**src/rtl/dacw_pkg.sv**
```systemverilog
package dacw_pkg;

  typedef enum logic [3:0] {
    S_PWRUP,
    S_IDLE,
    S_SETUP,
    S_HIGH,
    S_LOW,
    S_HOLD,
    S_LDSET,
    S_LDLOW,
    S_GAP
  } seq_state_e;

  function automatic int imax(input int a, input int b);
    return (a > b) ? a : b;
  endfunction

endpackage

```
**src/rtl/dacw_timer.sv**
```systemverilog
module dacw_timer #(
  parameter int TW      = 12,
  parameter int RST_VAL = 0
) (
  input  logic          clk,
  input  logic          rst_n,
  input  logic          load,
  input  logic [TW-1:0] load_val,
  output logic          done
);

  logic [TW-1:0] cnt;

  // Counts down from load_val; the interval lasts load_val+1 cycles.
  always_ff @(posedge clk or negedge rst_n) begin
    if (!rst_n) begin
      cnt <= TW'(RST_VAL);
    end else if (load) begin
      cnt <= load_val;
    end else if (cnt != '0) begin
      cnt <= cnt - 1'b1;
    end
  end

  assign done = (cnt == '0);

endmodule

```
**src/rtl/dacw_shift.sv**
```systemverilog
module dacw_shift #(
  parameter int CODE_W = 14,
  parameter int SUB_W  = 2
) (
  input  logic              clk,
  input  logic              rst_n,
  input  logic              load,
  input  logic [CODE_W-1:0] code,
  input  logic              shift,
  output logic              din,
  output logic              last_bit
);

  localparam int FW = CODE_W + SUB_W;
  localparam int CW = $clog2(FW + 1);

  logic [FW-1:0] sr;
  logic [CW-1:0] left;

  always_ff @(posedge clk or negedge rst_n) begin
    if (!rst_n) begin
      sr   <= '0;
      left <= '0;
    end else if (load) begin
      sr   <= {code, {SUB_W{1'b0}}};
      left <= CW'(FW);
    end else if (shift) begin
      sr   <= {sr[FW-2:0], 1'b0};
      left <= left - 1'b1;
    end
  end

  assign din      = sr[FW-1];
  assign last_bit = (left == CW'(1));

endmodule

```
**src/rtl/dacw_seq.sv**
```systemverilog
module dacw_seq
  import dacw_pkg::*;
#(
  parameter int SCLK_HI_CYC  = 5,
  parameter int SCLK_LO_CYC  = 5,
  parameter int CS_SETUP_CYC = 5,
  parameter int CS_HOLD_CYC  = 3,
  parameter int LD_SETUP_CYC = 5,
  parameter int LD_LOW_CYC   = 5,
  parameter int CS_GAP_CYC   = 10,
  parameter int TW           = 12
) (
  input  logic          clk,
  input  logic          rst_n,
  input  logic          in_valid,
  input  logic          four_wire,
  input  logic          tmr_done,
  input  logic          last_bit,
  output logic          in_ready,
  output logic          accept,
  output logic          tmr_load,
  output logic [TW-1:0] tmr_val,
  output logic          shift,
  output logic          cs_n,
  output logic          sclk,
  output logic          ld_n
);

  localparam int LD_SPAN = LD_SETUP_CYC + LD_LOW_CYC;
  localparam int GAP4    = (CS_GAP_CYC > LD_SPAN) ? CS_GAP_CYC - LD_SPAN : 0;
  localparam int GAP4_V  = (GAP4 > 0) ? GAP4 - 1 : 0;

  seq_state_e st, nxt;
  logic       mode_q;
  logic       rdy_q, cs_n_q, sclk_q, ld_n_q;

  always_comb begin
    nxt      = st;
    tmr_load = 1'b0;
    tmr_val  = '0;
    shift    = 1'b0;
    unique case (st)
      S_PWRUP: if (tmr_done) nxt = S_IDLE;
      S_IDLE: if (in_valid) begin
        nxt = S_SETUP; tmr_load = 1'b1; tmr_val = TW'(CS_SETUP_CYC - 1);
      end
      S_SETUP: if (tmr_done) begin
        nxt = S_HIGH; tmr_load = 1'b1; tmr_val = TW'(SCLK_HI_CYC - 1);
      end
      S_HIGH: if (tmr_done) begin
        tmr_load = 1'b1;
        if (last_bit) begin
          nxt = S_HOLD; tmr_val = TW'(CS_HOLD_CYC - 1);
        end else begin
          nxt = S_LOW; tmr_val = TW'(SCLK_LO_CYC - 1); shift = 1'b1;
        end
      end
      S_LOW: if (tmr_done) begin
        nxt = S_HIGH; tmr_load = 1'b1; tmr_val = TW'(SCLK_HI_CYC - 1);
      end
      S_HOLD: if (tmr_done) begin
        tmr_load = 1'b1;
        if (mode_q) begin
          nxt = S_LDSET; tmr_val = TW'(LD_SETUP_CYC - 1);
        end else begin
          nxt = S_GAP; tmr_val = TW'(CS_GAP_CYC - 1);
        end
      end
      S_LDSET: if (tmr_done) begin
        nxt = S_LDLOW; tmr_load = 1'b1; tmr_val = TW'(LD_LOW_CYC - 1);
      end
      S_LDLOW: if (tmr_done) begin
        if (GAP4 > 0) begin
          nxt = S_GAP; tmr_load = 1'b1; tmr_val = TW'(GAP4_V);
        end else begin
          nxt = S_IDLE;
        end
      end
      S_GAP: if (tmr_done) nxt = S_IDLE;
      default: nxt = S_IDLE;
    endcase
  end

  assign accept = in_valid && rdy_q;

  // Pin values are registered from the next state so they change cleanly with it.
  always_ff @(posedge clk or negedge rst_n) begin
    if (!rst_n) begin
      st     <= S_PWRUP;
      rdy_q  <= 1'b0;
      cs_n_q <= 1'b1;
      sclk_q <= 1'b0;
      ld_n_q <= 1'b1;
      mode_q <= 1'b0;
    end else begin
      st     <= nxt;
      rdy_q  <= (nxt == S_IDLE);
      cs_n_q <= !(nxt inside {S_SETUP, S_HIGH, S_LOW, S_HOLD});
      sclk_q <= (nxt == S_HIGH);
      ld_n_q <= (nxt != S_LDLOW);
      if (accept) mode_q <= four_wire;
    end
  end

  assign in_ready = rdy_q;
  assign cs_n     = cs_n_q;
  assign sclk     = sclk_q;
  assign ld_n     = ld_n_q;

endmodule

```
**src/rtl/dac_write_ctrl.sv**
```systemverilog
module dac_write_ctrl
  import dacw_pkg::*;
#(
  parameter int CODE_W       = 14,
  parameter int SUB_W        = 2,
  parameter int SCLK_HI_CYC  = 5,
  parameter int SCLK_LO_CYC  = 5,
  parameter int CS_SETUP_CYC = 5,
  parameter int CS_HOLD_CYC  = 3,
  parameter int LD_SETUP_CYC = 5,
  parameter int LD_LOW_CYC   = 5,
  parameter int CS_GAP_CYC   = 10,
  parameter int PWRUP_CYC    = 2000
) (
  input  logic              clk,
  input  logic              rst_n,
  input  logic              in_valid,
  input  logic [CODE_W-1:0] in_code,
  input  logic              four_wire,
  output logic              in_ready,
  output logic              dac_cs_n,
  output logic              dac_sclk,
  output logic              dac_din,
  output logic              dac_ld_n
);

  localparam int MAXD = imax(imax(imax(SCLK_HI_CYC, SCLK_LO_CYC), imax(CS_SETUP_CYC, CS_HOLD_CYC)),
                             imax(imax(LD_SETUP_CYC, LD_LOW_CYC), imax(CS_GAP_CYC, PWRUP_CYC)));
  localparam int TW   = $clog2(MAXD + 1);

  logic          accept, shift, last_bit, tmr_load, tmr_done;
  logic [TW-1:0] tmr_val;

  dacw_timer #(.TW(TW), .RST_VAL(PWRUP_CYC - 1)) u_timer (
    .clk(clk), .rst_n(rst_n), .load(tmr_load), .load_val(tmr_val), .done(tmr_done)
  );

  dacw_shift #(.CODE_W(CODE_W), .SUB_W(SUB_W)) u_shift (
    .clk(clk), .rst_n(rst_n), .load(accept), .code(in_code), .shift(shift),
    .din(dac_din), .last_bit(last_bit)
  );

  dacw_seq #(
    .SCLK_HI_CYC(SCLK_HI_CYC), .SCLK_LO_CYC(SCLK_LO_CYC),
    .CS_SETUP_CYC(CS_SETUP_CYC), .CS_HOLD_CYC(CS_HOLD_CYC),
    .LD_SETUP_CYC(LD_SETUP_CYC), .LD_LOW_CYC(LD_LOW_CYC),
    .CS_GAP_CYC(CS_GAP_CYC), .TW(TW)
  ) u_seq (
    .clk(clk), .rst_n(rst_n), .in_valid(in_valid), .four_wire(four_wire),
    .tmr_done(tmr_done), .last_bit(last_bit), .in_ready(in_ready), .accept(accept),
    .tmr_load(tmr_load), .tmr_val(tmr_val), .shift(shift),
    .cs_n(dac_cs_n), .sclk(dac_sclk), .ld_n(dac_ld_n)
  );

endmodule

```
**config.mk**
```make
export PLATFORM = sky130hd
export DESIGN_NAME = dac_write_ctrl
export DESIGN_NICKNAME = d
export VERILOG_FILES = /design/src/rtl/dacw_pkg.sv /design/src/rtl/dacw_timer.sv /design/src/rtl/dacw_shift.sv /design/src/rtl/dacw_seq.sv /design/src/rtl/dac_write_ctrl.sv
export SDC_FILE = /design/constraint.sdc
export NUM_CORES = 1
export LEC_CHECK = 0
export BUFFER_PORTS_ARGS = -buffer_cell sky130_fd_sc_hd__clkbuf_2
export CAP_MARGIN = 30
export CORE_AREA = 10 10 83 85
export DETAILED_ROUTE_END_ITERATION = 7
export DIE_AREA = 0 0 93 95
export PLACE_DENSITY = 0.61
export SLEW_MARGIN = 20
export SYNTH_ARGS = -nofsm -noshare
export SYNTH_HDL_FRONTEND = slang
export SYNTH_SLANG_ARGS = --single-unit
```
**constraint.sdc**
```tcl
create_clock -name clk -period 2.2 [get_ports clk]
set_clock_uncertainty 0.2 [all_clocks]
set_input_delay 0.22 -clock clk [delete_from_list [all_inputs] [get_ports clk]]
set_output_delay 0.22 -clock clk [all_outputs]
set_load 0.03 [all_outputs]
```
==> results of run 1 <==
## synthesized netlist by cell type (all sizes together), types with 2 or more instances
master   n  area (um2)
buf      6       43.79
clkbuf   4       15.01
xor2     5       43.79
xnor2    7       61.31
or3      4       25.02
nand2   42       160.2
nor4b    4       62.56
nand4    3       18.77
nor3b    2       15.01
dfstp   11       289.0
nand2b   2       12.51
a21oi    5       25.02
nor2    31       126.4
and4     2       17.52
o22ai    2       12.51
a31oi   17       106.4
ha       3       37.54
nand3    8       50.05
dfrtp   28       700.7
o21ai    7       35.03
inv      8       30.03
or2      4       25.03
nor3     5       25.02
## logic make-up after synthesis
group / after synthesis
and+or+nand+nor: 114
AOI/OAI and AO/OA: 37
buffers and inverters: 18
adders and majority gates: 3
xor gates and xnor gates: 12
DFF: 39
muxes: 1
## report_power, final
| group | leakage (nW) | switching [mW] | internal [mW] |
|---|---|---|---|
| combinational | 0.727 | 0.0229 | 0.0305 |
| sequential | 0.392 | 0 | 0.718 |
| clock | 0.0412 | 0.250 | 0.222 |
## layer usage
layer	wire (um)	share of wire (%)	track usage, %	vias to the layer above
met5	0	0	0	-
met4	84	1.8	4.499	0
met3	176	3.8	3.093	10
met2	2224	48	17.06	26
met1	2123	46	13.25	823
li1	-	-	-	877
## cell type report
class                           instances  area, um2
Timing Repair Buffer                   56      417.9
Inverter                                8      30.03
Fill cell                             537       2691
Sequential cell                        39      989.7
Tap cell                               72      90.09
Clock inverter                          2      12.51
Multi-Input combinational cell        167       1033
Clock buffer                            6      72.57
## cells in the final DEF (no fill, tap or decap), types with 2 or more instances in the layout
cell type / netlist / final
ha_1: 3 / 2
buf_4: 3 / 17
nor4b_4: 1 / 2
clkbuf_2: 0 / 22
xnor2_1: 7 / 7
or2_2: 3 / 3
and4_1: 2 / 2
nand2_1: 41 / 41
dlygate4sd3_1: 0 / 16
inv_1: 8 / 8
nor2_1: 29 / 29
dfstp_2: 11 / 11
nand3_2: 2 / 2
o21ai_0: 6 / 6
o22ai_1: 2 / 2
clkbuf_8: 0 / 5
a21oi_1: 5 / 5
or3_1: 4 / 4
dfrtp_1: 28 / 28
xor2_1: 5 / 5
nand2b_1: 2 / 2
nor3_1: 5 / 5
nor4b_2: 2 / 2
nand4_1: 3 / 3
nand3_1: 6 / 6
a31oi_1: 17 / 17
## sequential cells by signal, summed over array words and instances (netlist names)
| register | flops |
|---|---|
| u_seq.mode_q | 1 |
| u_timer.cnt | 11 |
| u_shift.left | 5 |
| u_seq.st | 4 |
| u_seq.sclk | 1 |
| u_seq.in_ready | 1 |
| u_seq.cs_n | 1 |
| u_seq.ld_n | 1 |
| u_shift.sr | 14 |
## worst max path at each step
stage	startpoint	end	slack [ps]	cells after the start
6_report	u_timer.cnt[0]$_DFFE_PN1P_	u_seq.cs_n$_DFF_PN1_	70	7
5_1_grt	u_timer.cnt[0]$_DFFE_PN1P_	u_shift.left[3]$_DFFE_PN0P_	-5	8
4_1_cts	u_timer.cnt[0]$_DFFE_PN1P_	u_shift.sr[7]$_DFFE_PN0P_	10	9
3_5_place_dp	u_timer.cnt[0]$_DFFE_PN1P_	u_timer.cnt[7]$_DFFE_PN1P_	-20	8
3_3_place_gp	u_timer.cnt[0]$_DFFE_PN1P_	u_timer.cnt[7]$_DFFE_PN1P_	20	8
2_1_floorplan	u_timer.cnt[0]$_DFFE_PN1P_	u_seq.cs_n$_DFF_PN1_	7	8
## worst max-delay path, delay by kind of cell (launching register included)
kind	cells	cell delay, ps
AOI/OAI and AO/OA	1	300
adders and majority gates	1	190
buffers and inverters	1	40
DFF	1	540
muxes	1	310
and+or+nand+nor	3	460
## through the flow
stage,instance area (um2),hold slack [ps],worst slack [ps],utilization (%),cells
after floorplan,2073,-275.6,6.971,-,224
after detailed placement,2347,107.6,-16.70,43.98,324
after global placement,2347,105.4,16.75,43.98,324
final,2646,193.5,69.88,49.58,350
after CTS,2604,186.2,14.53,48.78,348
after global routing,2646,251.2,-5.003,49.58,350
## repair_timing
item	4_1_cts	5_1_grt
gates resized for setup	3	4
pin swaps	0	1
gates cloned	0	0
hold endpoints to repair	43	0
endpoints found under the setup margin	3	19
hold buffers	16	0
buffers inserted	0	2
==> qor.yml, run 1 <==
arrival_ps: 2150
min_path_type: "in2reg"
synth_compound_area_share_pct: 11.00
min-delay-start: "in_valid"
insertion_delay_ps: 290
timing.rr.end: "u_seq.cs_n$_DFF_PN1_"
ant_nets: 0
die_y_um: 95
min_to: "u_timer.cnt[2]$_DFFE_PN1P_"
synth_top_family_by_area: "simple AND/OR/NAND/NOR gates"
clk_path_buf_depth: 2
ys_types: 47
dpl.hpwl_um: 3256
grt_pass1_vias: 1663
async_flop_share_pct: 100.0
num_rows: 27
setup_violations: 0
die_w_um: 93
nNetsFinal: 298
die_area_um2: 8835
cts_tree: "done"
drc: 0
diodes: 0
synth_ff_type: "dfrtp_1"
critical_path_class: "reg2reg"
fin_crit_ps: 2130
tightest_slew_ps: 526.9
vdd_drop_max_mv: 0.3247
total_power_mw: 1.242
start_util_pct: 38.80
groute.usage.overall_pct: 10.69
antenna_found_initial: 0
status: "finished clean"
grt_max_degree: 40
drt_iter0_markers: 115
cts.sinks: 39
cp-start-kind: "flop"
finalCritPeriodShare_pct: 96.82
crit_chain: "inv_1, ha_2, nor4b_4, and3_4, a211o_1, nand2_2, mux2_4"
fmax_ghz: 0.4695
dr_total_vias: 1736
cts_made_buffers: 5
crit_path_top_delay_cell: "dfstp_2"
syn_to_final_growth_pct: 27.79
synth-edff-count: 0
yosysSeqAreaShare_pct: 47.79
maxSlewHeadroom_pct: 64.80
synth_mux_area_share_pct: 0.7251
yosys.area_share.simple_pct: 29.31
power_leakage_nw: 1.160
r2r-start: "u_timer.cnt[0]$_DFFE_PN1P_"
yosys_register_bits: 39
grt_pass1_wl_um: 7721
holdPathStages: 5
io_pins: 23
finalHoldViolCount: 0
place.gp.congestion: 0.7968
worst-r2r-setup-slack_ps: 70
clockRootBuffer: "clkbuf_8"
grt_setup_unrepaired: "yes"
slowest_delay_ps: 540
syn_area_um2: 2071
portBuffers: 22
final_max_slew_viol_count: 0
overflow: 0
p_per_area_nw_per_um2: 469.4
avgSynthCellArea_um2: 9.244
path_max_fanout: 8
core_area_um2: 5338
avgViaCountPerCell: 4.960
synthesis.nets: 245
netlist_instances: 224
wl_per_cell_um: 13.17
maxCapViolCount: 0
first_pass_iters: 5
synth_xor_area_share_pct: 5.076
routed_wirelength_um: 4608
reg2reg_depth: 7
finalSetupTns_ps: 0
crit_required_ps: 2220
synthAdderAreaFrac_pct: 1.813
yosys_warnings: 0
cp-end-kind: "flop"
drive_above_1_share_pct: 27.70
htree_levels: 2
cts.reportedPaths.clkPinSlew_ps: 80
No activity file was read; power rests on OpenSTA's default activity.
==> run 2, diff against run 1 <==
--- a/config.mk
+++ b/config.mk
@@ -11,6 +11,7 @@
 export DETAILED_ROUTE_END_ITERATION = 7
 export DIE_AREA = 0 0 93 95
 export PLACE_DENSITY = 0.61
+export RECOVER_POWER = 100
 export SLEW_MARGIN = 20
 export SYNTH_ARGS = -nofsm -noshare
 export SYNTH_HDL_FRONTEND = slang
==> qor.yml, run 2 (same netlist as run 1, synthesis figures left out) <==
vdd_drop_max_mv: 0.3247
setup_violations: 0
grt_max_degree: 40
holdPathStages: 5
cts.sinks: 39
fill_cells: 541
antenna_found_initial: 0
die_w_um: 93
drt_iter0_markers: 118
clockRootBuffer: "clkbuf_8"
core_area_um2: 5338
final_cells: 350
grt_setup_unrepaired: "yes"
dr_total_vias: 1736
worst-r2r-setup-slack_ps: 70
final_max_slew_viol_count: 0
cp-start-kind: "flop"
io_pins: 23
fmax_ghz: 0.4692
final_common_cell: "nand2_1"
regArea_um2: 989.7
maxSlewHeadroom_pct: 36.93
finalHoldViolCount: 0
grt_pass1_wl_um: 7721
insertion_delay_ps: 300
final_cell_mix: "nand2_1 (41), nor2_1 (29), dfrtp_1 (28)"
fin_crit_ps: 2131
cp-end-kind: "flop"
first_pass_iters: 5
drc: 0
drive_above_1_share_pct: 25.90
nNetsFinal: 298
critical_path_class: "reg2reg"
p_per_area_nw_per_um2: 471.1
routed_wirelength_um: 4615
tightest_slew_ps: 946.1
power_leakage_nw: 1.145
groute.usage.overall_pct: 10.69
die_area_um2: 8835
place.gp.congestion: 0.7968
cts.reportedPaths.clkPinSlew_ps: 80
placedCellCount: 324
min_to: "u_timer.cnt[2]$_DFFE_PN1P_"
clk_path_buf_depth: 2
overflow: 0
avgViaCountPerCell: 4.960
r2r-start: "u_timer.cnt[0]$_DFFE_PN1P_"
maxCapViolCount: 0
largest_reg_flops: 14
num_rows: 27
wl_per_cell_um: 13.19
reg2reg_depth: 7
path_max_fanout: 8
min_path_type: "in2reg"
dpl.hpwl_um: 3256
grt_pass1_vias: 1663
min-delay-start: "in_valid"
htree_levels: 2
syn_to_final_growth_pct: 27.37
crit_required_ps: 2220
die_y_um: 95
timing.rr.end: "u_seq.cs_n$_DFF_PN1_"
finalCritPeriodShare_pct: 96.88
hold_ws_ps: 189.5
reg.largest.list: "u_shift.sr x14, u_timer.cnt x11, u_shift.left x5"
diodes: 0
portBuffers: 22
arrival_ps: 2150
status: "finished clean"
cts_made_buffers: 5
ant_nets: 0
regMostFlops: "u_shift.sr"
start_util_pct: 38.80
multi_input_area_um2: 1033
cts_tree: "done"
## run 2: how the worst max path moves through the flow
stage / endpoint / start / depth (start not counted) / slack [ps]
final: u_seq.cs_n$_DFF_PN1_ / u_timer.cnt[0]$_DFFE_PN1P_ / 7 / 70
after global routing: u_shift.left[3]$_DFFE_PN0P_ / u_timer.cnt[0]$_DFFE_PN1P_ / 8 / -5
after CTS: u_shift.sr[7]$_DFFE_PN0P_ / u_timer.cnt[0]$_DFFE_PN1P_ / 9 / 10
after detailed placement: u_timer.cnt[7]$_DFFE_PN1P_ / u_timer.cnt[0]$_DFFE_PN1P_ / 8 / -20
after global placement: u_timer.cnt[7]$_DFFE_PN1P_ / u_timer.cnt[0]$_DFFE_PN1P_ / 8 / 20
after floorplan: u_seq.cs_n$_DFF_PN1_ / u_timer.cnt[0]$_DFFE_PN1P_ / 8 / 7
## run 2: layout make-up
class | instances | share of cell area, %
sequential | 39 | 37.52
inverter | 8 | 1.139
multi-input combinational | 167 | 39.18
tap | 72 | 3.416
timing repair buffer | 56 | 15.51
clock inverter | 2 | 0.4744
clock buffer | 6 | 2.751
## run 2: worst max-delay path, cell delays in order (launching register included)
cell and delay, ps:
dfstp_2 540, inv_1 40, ha_2 190, nor4b_4 130
and3_4 210, a211o_1 300, nand2_2 120, mux2_4 310
## run 2: per-layer routing
metal / GRT usage (%) / vias to the layer above / share of wire (%)
met5: 0 / - / 0
met4: 4.499 / 0 / 1.7
met3: 3.093 / 8 / 4.0
met2: 17.06 / 28 / 48
met1: 13.25 / 824 / 46
li1: - / 876 / -
## run 2: power breakdown
| part | internal, mW | leakage, nW | switching [mW] | total (mW) |
|---|---|---|---|---|
| Combinational | 0.0299 | 0.712 | 0.0229 | 0.0527 |
| Clock | 0.222 | 0.0412 | 0.251 | 0.472 |
| Sequential | 0.718 | 0.392 | 0 | 0.718 |
| Total | 0.969 | 1.15 | 0.274 | 1.24 |
## run 2: timing repair
item,in CTS,in global routing
endpoints found under the setup margin,3,19
setup buffers,0,2
hold endpoints to repair,43,0
pin swaps,0,1
gates resized for setup,3,4
hold buffers,16,0
## run 2: metrics by stage
step | cell area (um2) | utilization, % | setup TNS (ps) | setup slack (ps) | power (mW)
6_report | 2638 | 49.41 | 0 | 68.60 | 1.243
4_1_cts | 2604 | 48.78 | 0 | 14.53 | 1.270
5_1_grt | 2638 | 49.41 | -12.81 | -5.003 | 1.293
3_3_place_gp | 2347 | 43.98 | 0 | 16.75 | 0.7633
2_1_floorplan | 2073 | - | 0 | 6.971 | 0.7319
3_5_place_dp | 2347 | 43.98 | -30.01 | -16.70 | 0.7632
